`src/rtl/tbf_pkg.sv`:
```
package tbf_pkg;
    parameter int unsigned WORD_W   = 10;
    parameter int unsigned RUN_LEN  = 4;
    parameter int unsigned NUM_BINS = 6;
    parameter int unsigned IDX_W    = 6;

    typedef enum logic {
        MODE_SIX_BIN = 1'b0,
        MODE_LEGACY  = 1'b1
    } bin_mode_e;
endpackage

```
`src/rtl/tbf_run_detect.sv`:
```
module tbf_run_detect #(
    parameter int unsigned WORD_W  = tbf_pkg::WORD_W,
    parameter int unsigned RUN_LEN = tbf_pkg::RUN_LEN
) (
    input  logic              clk,
    input  logic              rst_n,
    input  logic [WORD_W-1:0] word_i,
    output logic              hit_o
);
    localparam int unsigned TAIL_W = RUN_LEN - 1;
    localparam int unsigned EXT_W  = WORD_W + TAIL_W;

    typedef struct packed {
        logic [TAIL_W-1:0] tail;
    } det_state_t;

    det_state_t        st_d, st_q;
    logic [EXT_W-1:0]  ext;
    logic [WORD_W-1:0] win_full;

    // Carried latest samples followed by the new word, earliest at the top.
    assign ext = {st_q.tail, word_i};

    // Every window of RUN_LEN samples that ends inside the current word.
    for (genvar g = 0; g < WORD_W; g++) begin : g_win
        assign win_full[g] = &ext[g +: RUN_LEN];
    end

    assign hit_o = |win_full;

    always_comb begin
        st_d      = st_q;
        st_d.tail = word_i[TAIL_W-1:0];
    end

    always_ff @(posedge clk) begin
        if (!rst_n) begin
            st_q <= '0;
        end else begin
            st_q <= st_d;
        end
    end

    assert_full_word_hit_R1: assert property (@(posedge clk) disable iff (!rst_n)
        (&word_i) |-> hit_o);
endmodule

```
`src/rtl/tbf_bin_pick.sv`:
```
module tbf_bin_pick #(
    parameter int unsigned NUM_BINS = tbf_pkg::NUM_BINS,
    parameter int unsigned IDX_W    = tbf_pkg::IDX_W
) (
    input  logic [IDX_W-1:0]          idx_i,
    input  logic [NUM_BINS*IDX_W-1:0] bounds_i,
    output logic [NUM_BINS-1:0]       sel_o
);
    logic [NUM_BINS-1:0] below;
    logic [NUM_BINS:0]   taken;

    assign taken[0] = 1'b0;

    // First window whose end lies beyond the index wins.
    for (genvar g = 0; g < NUM_BINS; g++) begin : g_bin
        assign below[g]   = idx_i < bounds_i[g*IDX_W +: IDX_W];
        assign sel_o[g]   = below[g] & ~taken[g];
        assign taken[g+1] = taken[g] | below[g];
    end
endmodule

```
`src/rtl/tbf_hit_flagger.sv`:
```
module tbf_hit_flagger #(
    parameter int unsigned WORD_W   = tbf_pkg::WORD_W,
    parameter int unsigned RUN_LEN  = tbf_pkg::RUN_LEN,
    parameter int unsigned NUM_BINS = tbf_pkg::NUM_BINS,
    parameter int unsigned IDX_W    = tbf_pkg::IDX_W
) (
    input  logic                      clk,
    input  logic                      rst_n,
    input  logic [WORD_W-1:0]         word_i,
    input  logic                      bunch_start_i,
    input  logic                      legacy_mode_i,
    input  logic [NUM_BINS*IDX_W-1:0] bounds_i,
    output logic [NUM_BINS-1:0]       flags_o,
    output logic                      strobe_o
);
    import tbf_pkg::*;

    localparam logic [IDX_W-1:0] IDX_MAX = '1;

    typedef struct packed {
        logic [IDX_W-1:0]    idx;
        logic [NUM_BINS-1:0] acc;
        logic [NUM_BINS-1:0] flags;
        logic                strobe;
    } flag_state_t;

    flag_state_t         st_d, st_q;
    logic [IDX_W-1:0]    cur_idx;
    logic                hit;
    logic [NUM_BINS-1:0] sel;
    logic [NUM_BINS-1:0] contrib;
    logic [NUM_BINS-1:0] result;
    bin_mode_e           mode;

    tbf_run_detect #(.WORD_W(WORD_W), .RUN_LEN(RUN_LEN)) detect_i (
        .clk    (clk),
        .rst_n  (rst_n),
        .word_i (word_i),
        .hit_o  (hit)
    );

    tbf_bin_pick #(.NUM_BINS(NUM_BINS), .IDX_W(IDX_W)) pick_i (
        .idx_i    (cur_idx),
        .bounds_i (bounds_i),
        .sel_o    (sel)
    );

    assign mode = bin_mode_e'(legacy_mode_i);

    always_comb begin
        st_d = st_q;

        // Index of the word presented this cycle.
        if (bunch_start_i) begin
            cur_idx = '0;
        end else if (st_q.idx == IDX_MAX) begin
            cur_idx = IDX_MAX;
        end else begin
            cur_idx = st_q.idx + 1'b1;
        end

        contrib = hit ? sel : '0;

        // Result of the closing interval, collapsed in legacy mode.
        result = st_q.acc;
        if (mode == MODE_LEGACY) begin
            result    = '0;
            result[0] = st_q.acc[0] | st_q.acc[1];
            result[1] = st_q.acc[1] | st_q.acc[2];
        end

        st_d.idx    = cur_idx;
        st_d.strobe = bunch_start_i;
        if (bunch_start_i) begin
            st_d.acc   = contrib;
            st_d.flags = result;
        end else begin
            st_d.acc   = st_q.acc | contrib;
        end
    end

    always_ff @(posedge clk) begin
        if (!rst_n) begin
            st_q        <= '0;
            st_q.idx    <= IDX_MAX;
        end else begin
            st_q <= st_d;
        end
    end

    assign flags_o  = st_q.flags;
    assign strobe_o = st_q.strobe;

    assert_strobe_follows_start_R8: assert property (@(posedge clk) disable iff (!rst_n)
        bunch_start_i |=> strobe_o);

    assert_strobe_single_R8: assert property (@(posedge clk) disable iff (!rst_n)
        !bunch_start_i |=> !strobe_o);

    assert_flags_hold_R7: assert property (@(posedge clk) disable iff (!rst_n)
        !bunch_start_i |=> $stable(flags_o));

    assert_legacy_upper_zero_R9: assert property (@(posedge clk) disable iff (!rst_n)
        (bunch_start_i && legacy_mode_i) |=> (flags_o[NUM_BINS-1:2] == '0));

    assert_acc_monotone_R6: assert property (@(posedge clk) disable iff (!rst_n)
        !bunch_start_i |=> ((st_q.acc & $past(st_q.acc)) == $past(st_q.acc)));

    assert_parked_no_bin_R5: assert property (@(posedge clk) disable iff (!rst_n)
        (cur_idx == IDX_MAX) |-> (sel == '0));
endmodule

```
`config.mk`:
```
export PLATFORM = sky130hd
export DESIGN_NAME = tbf_hit_flagger
export DESIGN_NICKNAME = d
export VERILOG_FILES = /design/src/rtl/tbf_pkg.sv /design/src/rtl/tbf_run_detect.sv /design/src/rtl/tbf_bin_pick.sv /design/src/rtl/tbf_hit_flagger.sv
export SDC_FILE = /design/constraint.sdc
export NUM_CORES = 1
export LEC_CHECK = 0
export BUFFER_PORTS_ARGS = -buffer_cell sky130_fd_sc_hd__buf_4
export CORE_UTILIZATION = 35
export DETAILED_ROUTE_END_ITERATION = 16
export PLACE_DENSITY_LB_ADDON = 0.08
export SETUP_SLACK_MARGIN = 0.1
export SYNTH_ARGS = -nofsm -noshare
export SYNTH_HDL_FRONTEND = slang
export SYNTH_SLANG_ARGS = --single-unit
```
`constraint.sdc`:
```
create_clock -name clk -period 9.87 [get_ports clk]
set_input_delay 1.974 -clock clk [delete_from_list [all_inputs] [get_ports clk]]
set_output_delay 1.974 -clock clk [all_outputs]
set_load 0.005 [all_outputs]
```
# After elaboration in Yosys (flattened, before gate mapping)
# Index checks and enable logic that the tools add are counted.
# word_totals
ff_bits	22
latchBits	0
ram_bits	0
romBits	0
inputBits	50
output_inout_bits	7
word_cells	46
n_memories	0
# classes
addsub	1
n_mul	0
n_div	0
order_cmp	6
n_eq_ne	1
shift	0
muxes	5
bitwise_logic	17
reduce_logical	11
# op_table
cell	count
AND reduction 4 bit	10
< comparator 6 bit	6
2-to-1 mux 6 bit	5
OR reduction 10 bit	1
adder 6 x 1 -> 6 bit, second input constant	1
equality test 6 bit, second input constant	1
OR 1 bit	6
OR 6 bit	1
bitwise AND 1 bit	5
NOT 1 bit	5

# Longest topological paths before layout
# Gate-level depths: netlist (run 1).
# depth
word_depth	13
ltp_mapped	11
mapped_depth_nobuf	11

# By module
# Synthesis (run 1) repeated with hierarchy kept, for this count alone.
# unflattened
cells_unflattened	215
area_unflattened_um2	1785.5
# modules_own_cells
mod	instances	cells_per_inst	area_per_inst_um2	seq_area_each_um2
tbf_hit_flagger	1	86	829.5	380.4
tbf_bin_pick	1	112	818.3	0.0
tbf_run_detect	1	17	137.6	60.1

# Worst setup path before layout (run 1)
# OpenSTA, ideal clock, no wires.
# synth_timing
kind	input -> register
start	in bunch_start_i
end	reg st_q[12] (netlist name)
setup_ps	85
arrival_ps	4641
required_time_ps	9785
path_slack_ps	5144
path_stages	11
n_path_buf	3
path_cell_list	clkbuf_1 clkbuf_1 clkbuf_1 nor2_1 ha_1 or3_1 o221ai_1 a221oi_1 a311o_1 or4b_1 o31ai_2
# synth_between
elab_chain_len	11
elab_cells_between_ends	16
# synth_lines
item	line	rtl
from (decl)	tbf_hit_flagger.sv:10	input logic bunch_start_i,
2-to-1 mux 6 bit *	tbf_hit_flagger.sv:54	if (bunch_start_i) begin
named net cur_idx[1]	tbf_hit_flagger.sv:28	logic [IDX_W-1:0] cur_idx;
< comparator 6 bit	tbf_bin_pick.sv:16	assign below[g] = idx_i < bounds_i[g*IDX_W +: IDX_W];
OR 1 bit (4 in series)	tbf_bin_pick.sv:18	assign taken[g+1] = taken[g] | below[g];
NOT 1 bit	tbf_bin_pick.sv:17	assign sel_o[g] = below[g] & ~taken[g];
bitwise AND 1 bit *	tbf_bin_pick.sv:17	
2-to-1 mux 6 bit *	tbf_hit_flagger.sv:62	contrib = hit ? sel : '0;
OR 6 bit	tbf_hit_flagger.sv:78	st_d.acc = st_q.acc | contrib;
2-to-1 mux 6 bit *	tbf_hit_flagger.sv:74	if (bunch_start_i) begin
to (signal assigned)	tbf_hit_flagger.sv:87	st_q <= st_d;
to (decl)	tbf_hit_flagger.sv:27	flag_state_t st_d, st_q;
# The timed path passes the listed nets; every way through them passes the cells marked *.
# A chain may end at the register's enable or synchronous reset.

# Worst setup path after layout (run 1)
# layout_timing
start	in bunch_start_i
end	reg st_q[12] (netlist name)
# layout_between
elab_chain_len	11
elab_cells_between_ends	16
# layout_lines
item	line
2-to-1 mux 6 bit	tbf_hit_flagger.sv:54
< comparator 6 bit	tbf_bin_pick.sv:16
OR 1 bit (4 in series)	tbf_bin_pick.sv:18
NOT 1 bit	tbf_bin_pick.sv:17
bitwise AND 1 bit	tbf_bin_pick.sv:17
2-to-1 mux 6 bit	tbf_hit_flagger.sv:62
OR 6 bit	tbf_hit_flagger.sv:78
2-to-1 mux 6 bit *	tbf_hit_flagger.sv:74
# Every way passes the cells marked *; elsewhere a longest branch is shown, timed or not.

==> metrics.txt, run 1 <==
status=finished, final reports clean; EDFF count, synth=0; die footprint=5336 sq um; number of I/O pins=57; initial antenna violation count=0; Required @ worst endpoint=10060 ps; Clk network pwr share=31.0%; crit path from=bunch_start_i; CTS buffer count=3; htree depth=1; Max rail drop VDD=around 80 uV; top cells by area, synth=dfxtp_1 (25%), ha_1 (14%), inv_1 (5.9%); Yosys cell types=53; Setup TNS=0 ps; Max Cap Violations=0; fmax=0.2256 GHz; layout cell share with drive strength beyond 1=about a quarter; Post-Syn Nets=293; num rows=25; post-cts sizing count=0; Starting Density=36.92%; global routing usage summed across all routing layers=18.25%; switching power=0.00008205 W; Post-synth ARST share=0%; Yosys reg bits=22; Final Slew Violations=0; Clock transition at path regs=90 ps; crit start category=primary input; Critical Path End=st_q[12]; switching share of power=between 30% and 40%; drt via density=5.056; Die X-Extent=around 73 um; CTS tree=done; Internal=around 0.00019 W; Final Total Pwr=0.0002733 W; slew margin rel.=47.19%; fin crit share=44.90%; Tmin final=between 4000 and 5000 ps; FF-to-FF path depth=11; largest net degree at the start of global routing=31; leak pwr=roughly 1.1 nW; PD cells=119.9 nW/um^2; largest driver fanout on the critical path=30; Cell Area, Synth=1767 sq um; total number of vias=around 1700; Worst-Margin Slew=792.2 ps; Placement Cell Area=approximately 2200 sq um; final wirelength=4504 um; most frequent cells in the layout=buf_4 (56), inv_1 (28), dfxtp_1 (22); Fin Clk Skew=10.11 ps; vias in the first global route=1650; Post-DP HPWL=~3600 um; final core utilization=47.61%; area share of the largest cell type after synthesis=24.93%; placed cell count=approximately 340; Combinational Power Share=between 30 and 40%; routability cong.=0.7780; setup repair after global routing missed its margin=no; Crit Path Class=primary input to register; post-CTS setup buffers=0; Mapped Cells=223; initial drt markers=46; Area Growth Syn to Fin=28.97%; root buf cell=clkbuf_8; Most Crowded Layer GR=met2; commonest non-fill, non-tap cell in the layout=buf_4; GR met3 Demand/Resource=4.006%; number of hold buffers added after CTS=0; synth warn=0; first drt pass iteration count=4; DRC Markers=0; endpoint class of the critical path=register; GRT Residual Overflow=0; R2R Setup Slk=6360 ps; syn avg cell area=between 7 and 8 sq um; Non-Filler Instances=~340; r2r startpoint=st_q[13]; maximum clock path buffer count=2; clock latency on the worst-skew pair=270 ps; Seq/Total Area, Yosys=24.93%; final hold violation count=0; area of the core=4786 sq um; CP Data Arrival Time=4630 ps; Yosys top cell by area=dfxtp_1; WHS Path Cells=2; wire per inst=13.29 um; met1 usage=24.31%; clk sinks=22; first-pass GRT wire length=between 7000 and 8000 um; Synth Flop Type=dfxtp_1; # setup viols final=0; post-route ant nets=0; met2 usage=30.25%; Seq pwr share=35.5%; Worst R2R End=st_q[12]; Nets=343; Finished Cell Area=2278 sq um; Die Ht=73.05 um; antenna cells=0; count of input and output buffers=56; worst hold-check path type=register to register
state kept, by name, summed over array words and instances, names as in the netlist:
signal / flops
detect_i.st_q: 3
st_q: 12
strobe_o: 1
flags_o: 6
worst min path at each step:
stage | startpoint | end | slack [ps]
final | st_q[10] | st_q[10] | 470
after global placement | st_q[10] | st_q[10] | 450
after global routing | st_q[10] | st_q[10] | 500
after floorplan | st_q[10] | st_q[10] | 430
after CTS | st_q[10] | st_q[10] | 470
after detailed placement | st_q[10] | st_q[10] | 460
stage by stage:
step           setup WS [ps]  hold slack (ps)
2_1_floorplan           5144            425.4
3_3_place_gp            5237            451.6
3_5_place_dp            5164            460.6
4_1_cts                 5453            474.7
5_1_grt                 5286            504.6
6_report                5438            470.7
worst max-delay path, stage by stage:
cell and delay, ps:
buf_4 270, o21bai_1 180, a21o_1 310, inv_2 110
ha_1 210, or3_1 330, o221ai_1 180, a221oi_1 70
a311o_1 320, or4b_1 490, o31ai_2 170
power groups by stage:
stage	logic [W]	registers (W)	clock network, W
after floorplan	0.0000596	0.0000980	0
after global placement	0.0000912	0.0000991	0
after detailed placement	0.0000919	0.0000990	0
after CTS	0.0000923	0.0000970	0.0000868
after global routing	0.000104	0.0000978	0.0000900
final	0.0000916	0.0000971	0.0000846
metal layers:
layer	up-vias	wire [um]
li1	890	-
met1	785	2080
met2	35	2149
met3	4	232
met4	0	42
met5	-	0
synthesized netlist by cell type (2+ instances only):
library cell,number
a21oi_1,17
a221oi_1,2
a31oi_1,4
and2_1,6
and3_1,4
buf_4,6
clkbuf_1,5
dfxtp_1,22
ha_1,20
inv_1,28
nand2_1,19
nand2b_1,3
nand3_1,4
nand3b_1,2
nor2_1,9
nor2b_1,12
nor3_1,2
o211ai_1,4
o21a_1,3
o21ai_0,11
o221ai_1,2
o311ai_0,2
o31ai_1,3
xnor2_1,4
logic make-up (layout without fill, tap and decap cells):
kind of cell | Yosys count | after routing | share of synthesized area [%]
buf+inv | 40 | 89 | 9.773
compound gates | 67 | 67 | 27.48
mux | 1 | 1 | 0.5666
flops | 22 | 22 | 24.93
xor+xnor | 4 | 4 | 1.983
fa+ha+maj | 21 | 21 | 14.73
simple gates | 68 | 68 | 20.54
layout make-up:
class	instances	area, sq um
clock buffer	3	41.29
clock inverter	1	30.03
fill	520	2507
inverter	29	108.9
multi-input combinational	161	1154
sequential	22	440.4
tap	67	83.83
timing repair buffer	56	420.4
(Power assumes the default switching activity.)
==> run 2, diff against run 1 <==
ABC_AREA = 1   (was unset)
clock period = 3.6 ns   (was 9.87 ns; I/O delays follow)
==> run 2 against run 1 <==
  * First-iteration DRC count up 35%
  * Synthesized cell count up 32%
  * Die area up 5.4%
  * Total power rose to 2.6 times the previous value
  * Sequential power rose to 2.7 times the previous value
  * Final cell count up 23%
  * Core utilization down 0.99 points
  * Clock skew down 6.7 ps
  * Routed wire length down 2.3%
==> metrics.txt, run 2 <==
EDFF count, synth=0 (unchanged); Worst-Margin Slew=404.9 ps (-387.3 ps); routability cong.=0.7667 (-1.5%); Crit Path Class=register to register; CP top delay family=simple AND/OR/NAND/NOR gates; Max stage delay on crit path=360 ps (-130 ps); crit start category=register; initial antenna violation count=0 (unchanged); final core utilization=46.62% (-0.99 points); Mapped Cells=294 (+32%); die footprint=5623 sq um (+5.4%); leak pwr=1.341 nW (+20%); top cells by area, synth=dfxtp_1 (24%), nand2_1 (16%), ha_1 (13%); Max rail drop VDD=126.2 uV (+61%); drt via density=4.442 (-12%); Yosys reg bits=22 (unchanged); first-pass GRT wire length=7286 um (-3.3%); Area Growth Syn to Fin=27.72%; endpoint class of the critical path=register; area share of the largest cell type after synthesis=23.62% (-1.3 points); CTS buffer count=3 (unchanged); layout cell share with drive strength beyond 1=23.41% (-1.6 points); Max Cap Violations=0 (unchanged); num rows=26 (+4.0%); number of hold buffers added after CTS=0 (unchanged); largest driver fanout on the critical path=7 (-77%); Fin Clk Skew=3.364 ps (-6.748 ps); fmax=between 0.4 and 0.5 GHz; CTS tree=done; htree depth=1 (unchanged); antenna cells=0 (unchanged); global routing usage summed across all routing layers=16.88% (-1.4 points); Post-DP HPWL=3622 um (+0.16%); Cell Area, Synth=1864 sq um (+5.5%); fin crit share=between 60% and 70%; first drt pass iteration count=4 (unchanged); most common cell in the synthesized netlist=nand2_1; Yosys top cell by area=dfxtp_1; final hold violation count=0 (unchanged); GRT Residual Overflow=0 (unchanged); Final Slew Violations=0 (unchanged); root buf cell=clkbuf_8; register with the most flip-flops=st_q; Yosys cell types=32 (-40%); commonest non-fill, non-tap cell in the layout=nand2_1; wire per inst=10.58 um (-20%); Nets=417 (+22%); Post-synth ARST share=0% (unchanged); CP max-delay cell=dfxtp_1; post-route ant nets=0 (unchanged); setup repair after global routing missed its margin=no; post-CTS setup buffers=0 (unchanged); synth warn=0 (unchanged); status=finished, final reports clean; syn avg cell area=6.341 sq um (-20%); vias in the first global route=1655 (+0.30%); DRC Markers=0 (unchanged); maximum clock path buffer count=2 (unchanged); Starting Density=36.50% (-0.41 points); initial drt markers=62 (+35%); Die Ht=74.99 um (+2.7%); total number of vias=1848 (+7.8%); Tmin final=roughly 2500 ps; top post-synthesis cells by count=nand2_1 (77), inv_1 (59), nor2_1 (31); clk sinks=22 (unchanged); CP Buf/Inv Count=2 (unchanged); CP Data Arrival Time=2590 ps (-2040 ps); final wirelength=4402 um (-2.3%); post-cts sizing count=0 (unchanged); number of flip-flops under the largest register name=12 (unchanged); Seq/Total Area, Yosys=23.62% (-1.3 points); worst hold-check path type=register to register; area of the core=5107 sq um (+6.7%); PD cells=293.8 nW/um^2 (+140%); Clock transition at path regs=80 ps (about the same); most frequent cells in the layout=nand2_1 (77), inv_1 (59), buf_4 (58); Synth Flop Type=dfxtp_1; Die X-Extent=74.99 um (+2.7%); Post-Syn Nets=364 (+24%); count of input and output buffers=56 (unchanged); clock latency on the worst-skew pair=260 ps (about the same); slew margin rel.=72.97% (+26 points); largest net degree at the start of global routing=25 (-19%); # setup viols final=0 (unchanged); Required @ worst endpoint=3740 ps (-6320 ps); CP cell instances=ha_1 > nand3_4 > nor2_1 > nor2_1 > a21oi_1 > buf_4 > ha_1 > nand4_1 > nand2_1 > a21oi_1 > nand2_1 > inv_1 > nor2_2 > nand2_1 > a21oi_1; Placement Cell Area=2326 sq um (+5.4%); number of I/O pins=57 (unchanged); Setup TNS=0 ps (unchanged); Finished Cell Area=2381 sq um (+4.5%)
## run 2: path summary, 6_finish.rpt
check,slack [ps],cells past startpoint,end,startpoint
min reg2reg,470,2,flags_o[4],st_q[11]
min,470,2,flags_o[4],st_q[11]
max,1150,15,st_q[9],st_q[13]
max reg2reg,1150,15,st_q[9],st_q[13]
## run 2: cell type report
class / instances / area (sq um)
fill: 562 / 2726
multi-input combinational: 201 / 1132
sequential: 22 / 440.4
timing repair buffer: 58 / 435.4
inverter: 61 / 230.2
tap: 70 / 87.58
clock buffer: 4 / 55.05
## run 2: cells by family (layout without fill, tap and decap cells)
kind of cell	count (synthesis)	count (layout)	share of synthesized area (%)
simple gates	140	140	33.29
buf+inv	71	123	15.64
compound gates	41	41	14.03
flops	22	22	23.62
fa+ha+maj	20	20	13.42
## run 2: per-layer routing
layer	routed length, um	vias to the layer above	global-route usage (%)
met2	2036	48	29.03
met5	0	-	0
met3	198	4	2.677
met4	37	0	3.145
li1	-	1010	-
met1	2130	786	22.46
## run 2: power by group
group | leakage, nW | switching (W) | internal [W]
registers | 0.181 | 0.00000866 | 0.000256
clock network | 0.0288 | 0.0000801 | 0.0000975
logic | 1.13 | 0.000144 | 0.000114
total | 1.34 | 0.000233 | 0.000467
## run 2: per-stage QoR
step | worst slack [ps] | total power (W) | hold slack, ps | std cells
after CTS | 1116 | 0.0007074 | 467.9 | 416
after detailed placement | 968.3 | 0.0005304 | 456.0 | 412
final | 1147 | 0.0006995 | 465.7 | 416
after floorplan | 1121 | 0.0004381 | 439.2 | 294
after global placement | 1043 | 0.0005298 | 461.1 | 412
after global routing | 878.5 | 0.0007560 | 492.5 | 416
## run 2: worst reg2reg max path: cells and delay by family, from the launching register on
family	cells	cell delay, ps
AO/OA/AOI/OAI	3	350
buffers and inverters	2	300
adder cells (fa/ha/maj)	2	510
AND/OR/NAND/NOR	8	800
flip-flops	1	360
==> run 3, diff against run 2 <==
clock period = 2 ns   (was 3.6 ns; I/O delays follow)
==> run 3 against run 2 <==
  * The run now ends with setup timing left
  * Combinational power up 150%
  * Cell area up 19%
  * Largest power group is now combinational cells
  * Core utilization up 8.8 points
  * Register-to-register slack worse by 1300 ps
  * Flip-flop and latch count unchanged
  * Setup slack worse by 1300 ps
  * Sequential share of layout area down 2.5 points
  * Clock skew about the same
==> metrics.txt, run 3 (synthesis gave the netlist of run 2 again) <==
status=finished with violations; failing checks=setup timing; Final Total Pwr=0.001434 W (+110%); wire per inst=10.94 um (+3.4%); Post-DP HPWL=3763 um (+3.9%); Required @ worst endpoint=2190 ps (-1550 ps); post-route ant nets=0 (unchanged); commonest non-fill, non-tap cell in the layout=buf_4; Fin Clk Skew=3.640 ps (+0.2757 ps); CP top delay family=simple AND/OR/NAND/NOR gates; vias in the first global route=1856 (+12%); count of input and output buffers=56 (unchanged); Final Slew Violations=0 (unchanged); number of hold buffers added after CTS=0 (unchanged); Placement Cell Area=2506 sq um (+7.7%); setup repair after global routing missed its margin=yes; first-pass GRT wire length=7955 um (+9.2%); routability cong.=0.8143 (+6.2%); final wirelength=4814 um (+9.4%); Finished Cell Area=2833 sq um (+19%); CTS tree=done; CTS buffer count=3 (unchanged); die footprint=5623 sq um (unchanged); WHS Path Cells=3 (+1); first drt pass iteration count=4 (unchanged); crit path from=st_q[13]; Worst R2R End=st_q[10]; pre-CTS WS=-299.0 ps (-1267 ps); Non-Filler Instances=440 (+5.8%); antenna cells=0 (unchanged); drt via density=4.509 (+1.5%); slack of the critical path=-159.5 ps (-1306 ps); DRC Markers=0 (unchanged); global routing usage summed across all routing layers=18.55% (+1.7 points); number of flip-flops under the largest register name=12 (unchanged); slew margin rel.=73.06% (+0.094 points); placed cell count=431 (+4.6%); CP Data Arrival Time=2350 ps (-240 ps); num rows=26 (unchanged); # setup viols final=6 (+6); Max Cap Violations=0 (unchanged); most frequent cells in the layout=buf_4 (79), nand2_1 (71), inv_1 (55); number of I/O pins=57 (unchanged); fmax=0.4631 GHz (+14%); clk sinks=22 (unchanged); fin crit share=108.0% (+40 points); Max rail drop VDD=212.7 uV (+69%); Die Ht=74.99 um (unchanged); largest driver fanout on the critical path=4 (-3); total number of vias=1984 (+7.4%); Starting Density=36.50% (unchanged); WP depth=15 (unchanged); Crit Path Class=register to register; htree depth=1 (unchanged); largest net degree at the start of global routing=14 (-44%); fill count=531 (-5.5%); worst hold-check path type=primary input to register; crit start category=register; Critical Path End=st_q[10]; CP cell instances=ha_4 > nand3_4 > nor2_4 > nor2_2 > a21oi_2 > buf_6 > ha_1 > nand3_1 > a21o_1 > nand2_2 > nor2_4 > nand2_2 > nor2_2 > nor2_1 > nor2_1; Setup TNS=-688.0 ps (-688.0 ps); CP Buf/Inv Count=1 (-1); r2r startpoint=st_q[13]; register with the most flip-flops=st_q; PD cells=506.3 nW/um^2 (+72%); R2R Setup Slk=-160 ps (-1310 ps); leak pwr=1.472 nW (+9.8%); Tmin final=2160 ps (-293.5 ps); layout cell share with drive strength beyond 1=39.19% (+16 points); Die X-Extent=74.99 um (unchanged); maximum clock path buffer count=2 (unchanged); initial antenna violation count=0 (unchanged); Max stage delay on crit path=380 ps (+20 ps); area of the core=5107 sq um (unchanged); root buf cell=clkbuf_8; endpoint class of the critical path=register; Nets=441 (+5.8%); GRT Residual Overflow=0 (unchanged); CP max-delay cell=dfxtp_4; initial drt markers=71 (+15%); final hold violation count=0 (unchanged); FF-to-FF path depth=15 (unchanged); Worst-Margin Slew=403.6 ps (-1.271 ps); clock latency on the worst-skew pair=260 ps (about the same); Clock transition at path regs=80 ps (about the same); Area Growth Syn to Fin=51.95%
[run 3: timing repair]
item,4_1_cts,5_1_grt
gates cloned,0,0
setup endpoints to repair,6,6
resized for setup,21,24
buffers inserted,4,1
pin swaps,17,15
[run 3: layout make-up]
type / count / area (sq um) / area share [%]
clock buffers: 4 / 55.05 / 1.943
flip-flops and latches: 22 / 454.2 / 16.03
multi-input cells: 201 / 1370 / 48.37
repair buffers: 82 / 635.6 / 22.44
inverters: 61 / 230.2 / 8.127
well taps: 70 / 87.58 / 3.092
[run 3: where the power goes]
group / internal [W] / switching, W
clock: 0.000175 / 0.000136
combinational: 0.000310 / 0.000335
sequential: 0.000461 / 0.0000175
total: 0.000946 / 0.000488
[run 3: layer usage]
layer	wire length [um]	track usage [%]	part of all wire [%]	vias to the layer above
met2	2326	32.13	48	40
met1	2290	24.69	48	878
li1	-	-	-	1062
met4	34	2.935	0.71	0
met5	0	0	0	-
met3	162	2.945	3.4	4
[run 3: through the flow]
| step | hold slack, ps | utilization (%) |
|---|---|---|
| after detailed placement | 454.0 | 49.07 |
| after floorplan | 439.2 | - |
| after global placement | 456.4 | 49.07 |
| final | 324.4 | 55.46 |
| after CTS | 323.3 | 53.36 |
| after global routing | 331.4 | 55.46 |
[run 3: how the worst min path moves through the flow]
stage              start          endpoint  slack [ps]
3_5_place_dp    st_q[10]        flags_o[3]         450
5_1_grt        word_i[1]  detect_i.st_q[1]         330
4_1_cts        word_i[1]  detect_i.st_q[1]         320
6_report       word_i[1]  detect_i.st_q[1]         320
3_3_place_gp    st_q[10]        flags_o[3]         460
2_1_floorplan   st_q[10]        flags_o[3]         440
[run 3: tightest hold or removal path, delay by kind of cell]
kind / cells / cell delay, ps
AND/OR/NAND/NOR: 1 / 40
buffers and inverters: 2 / 120
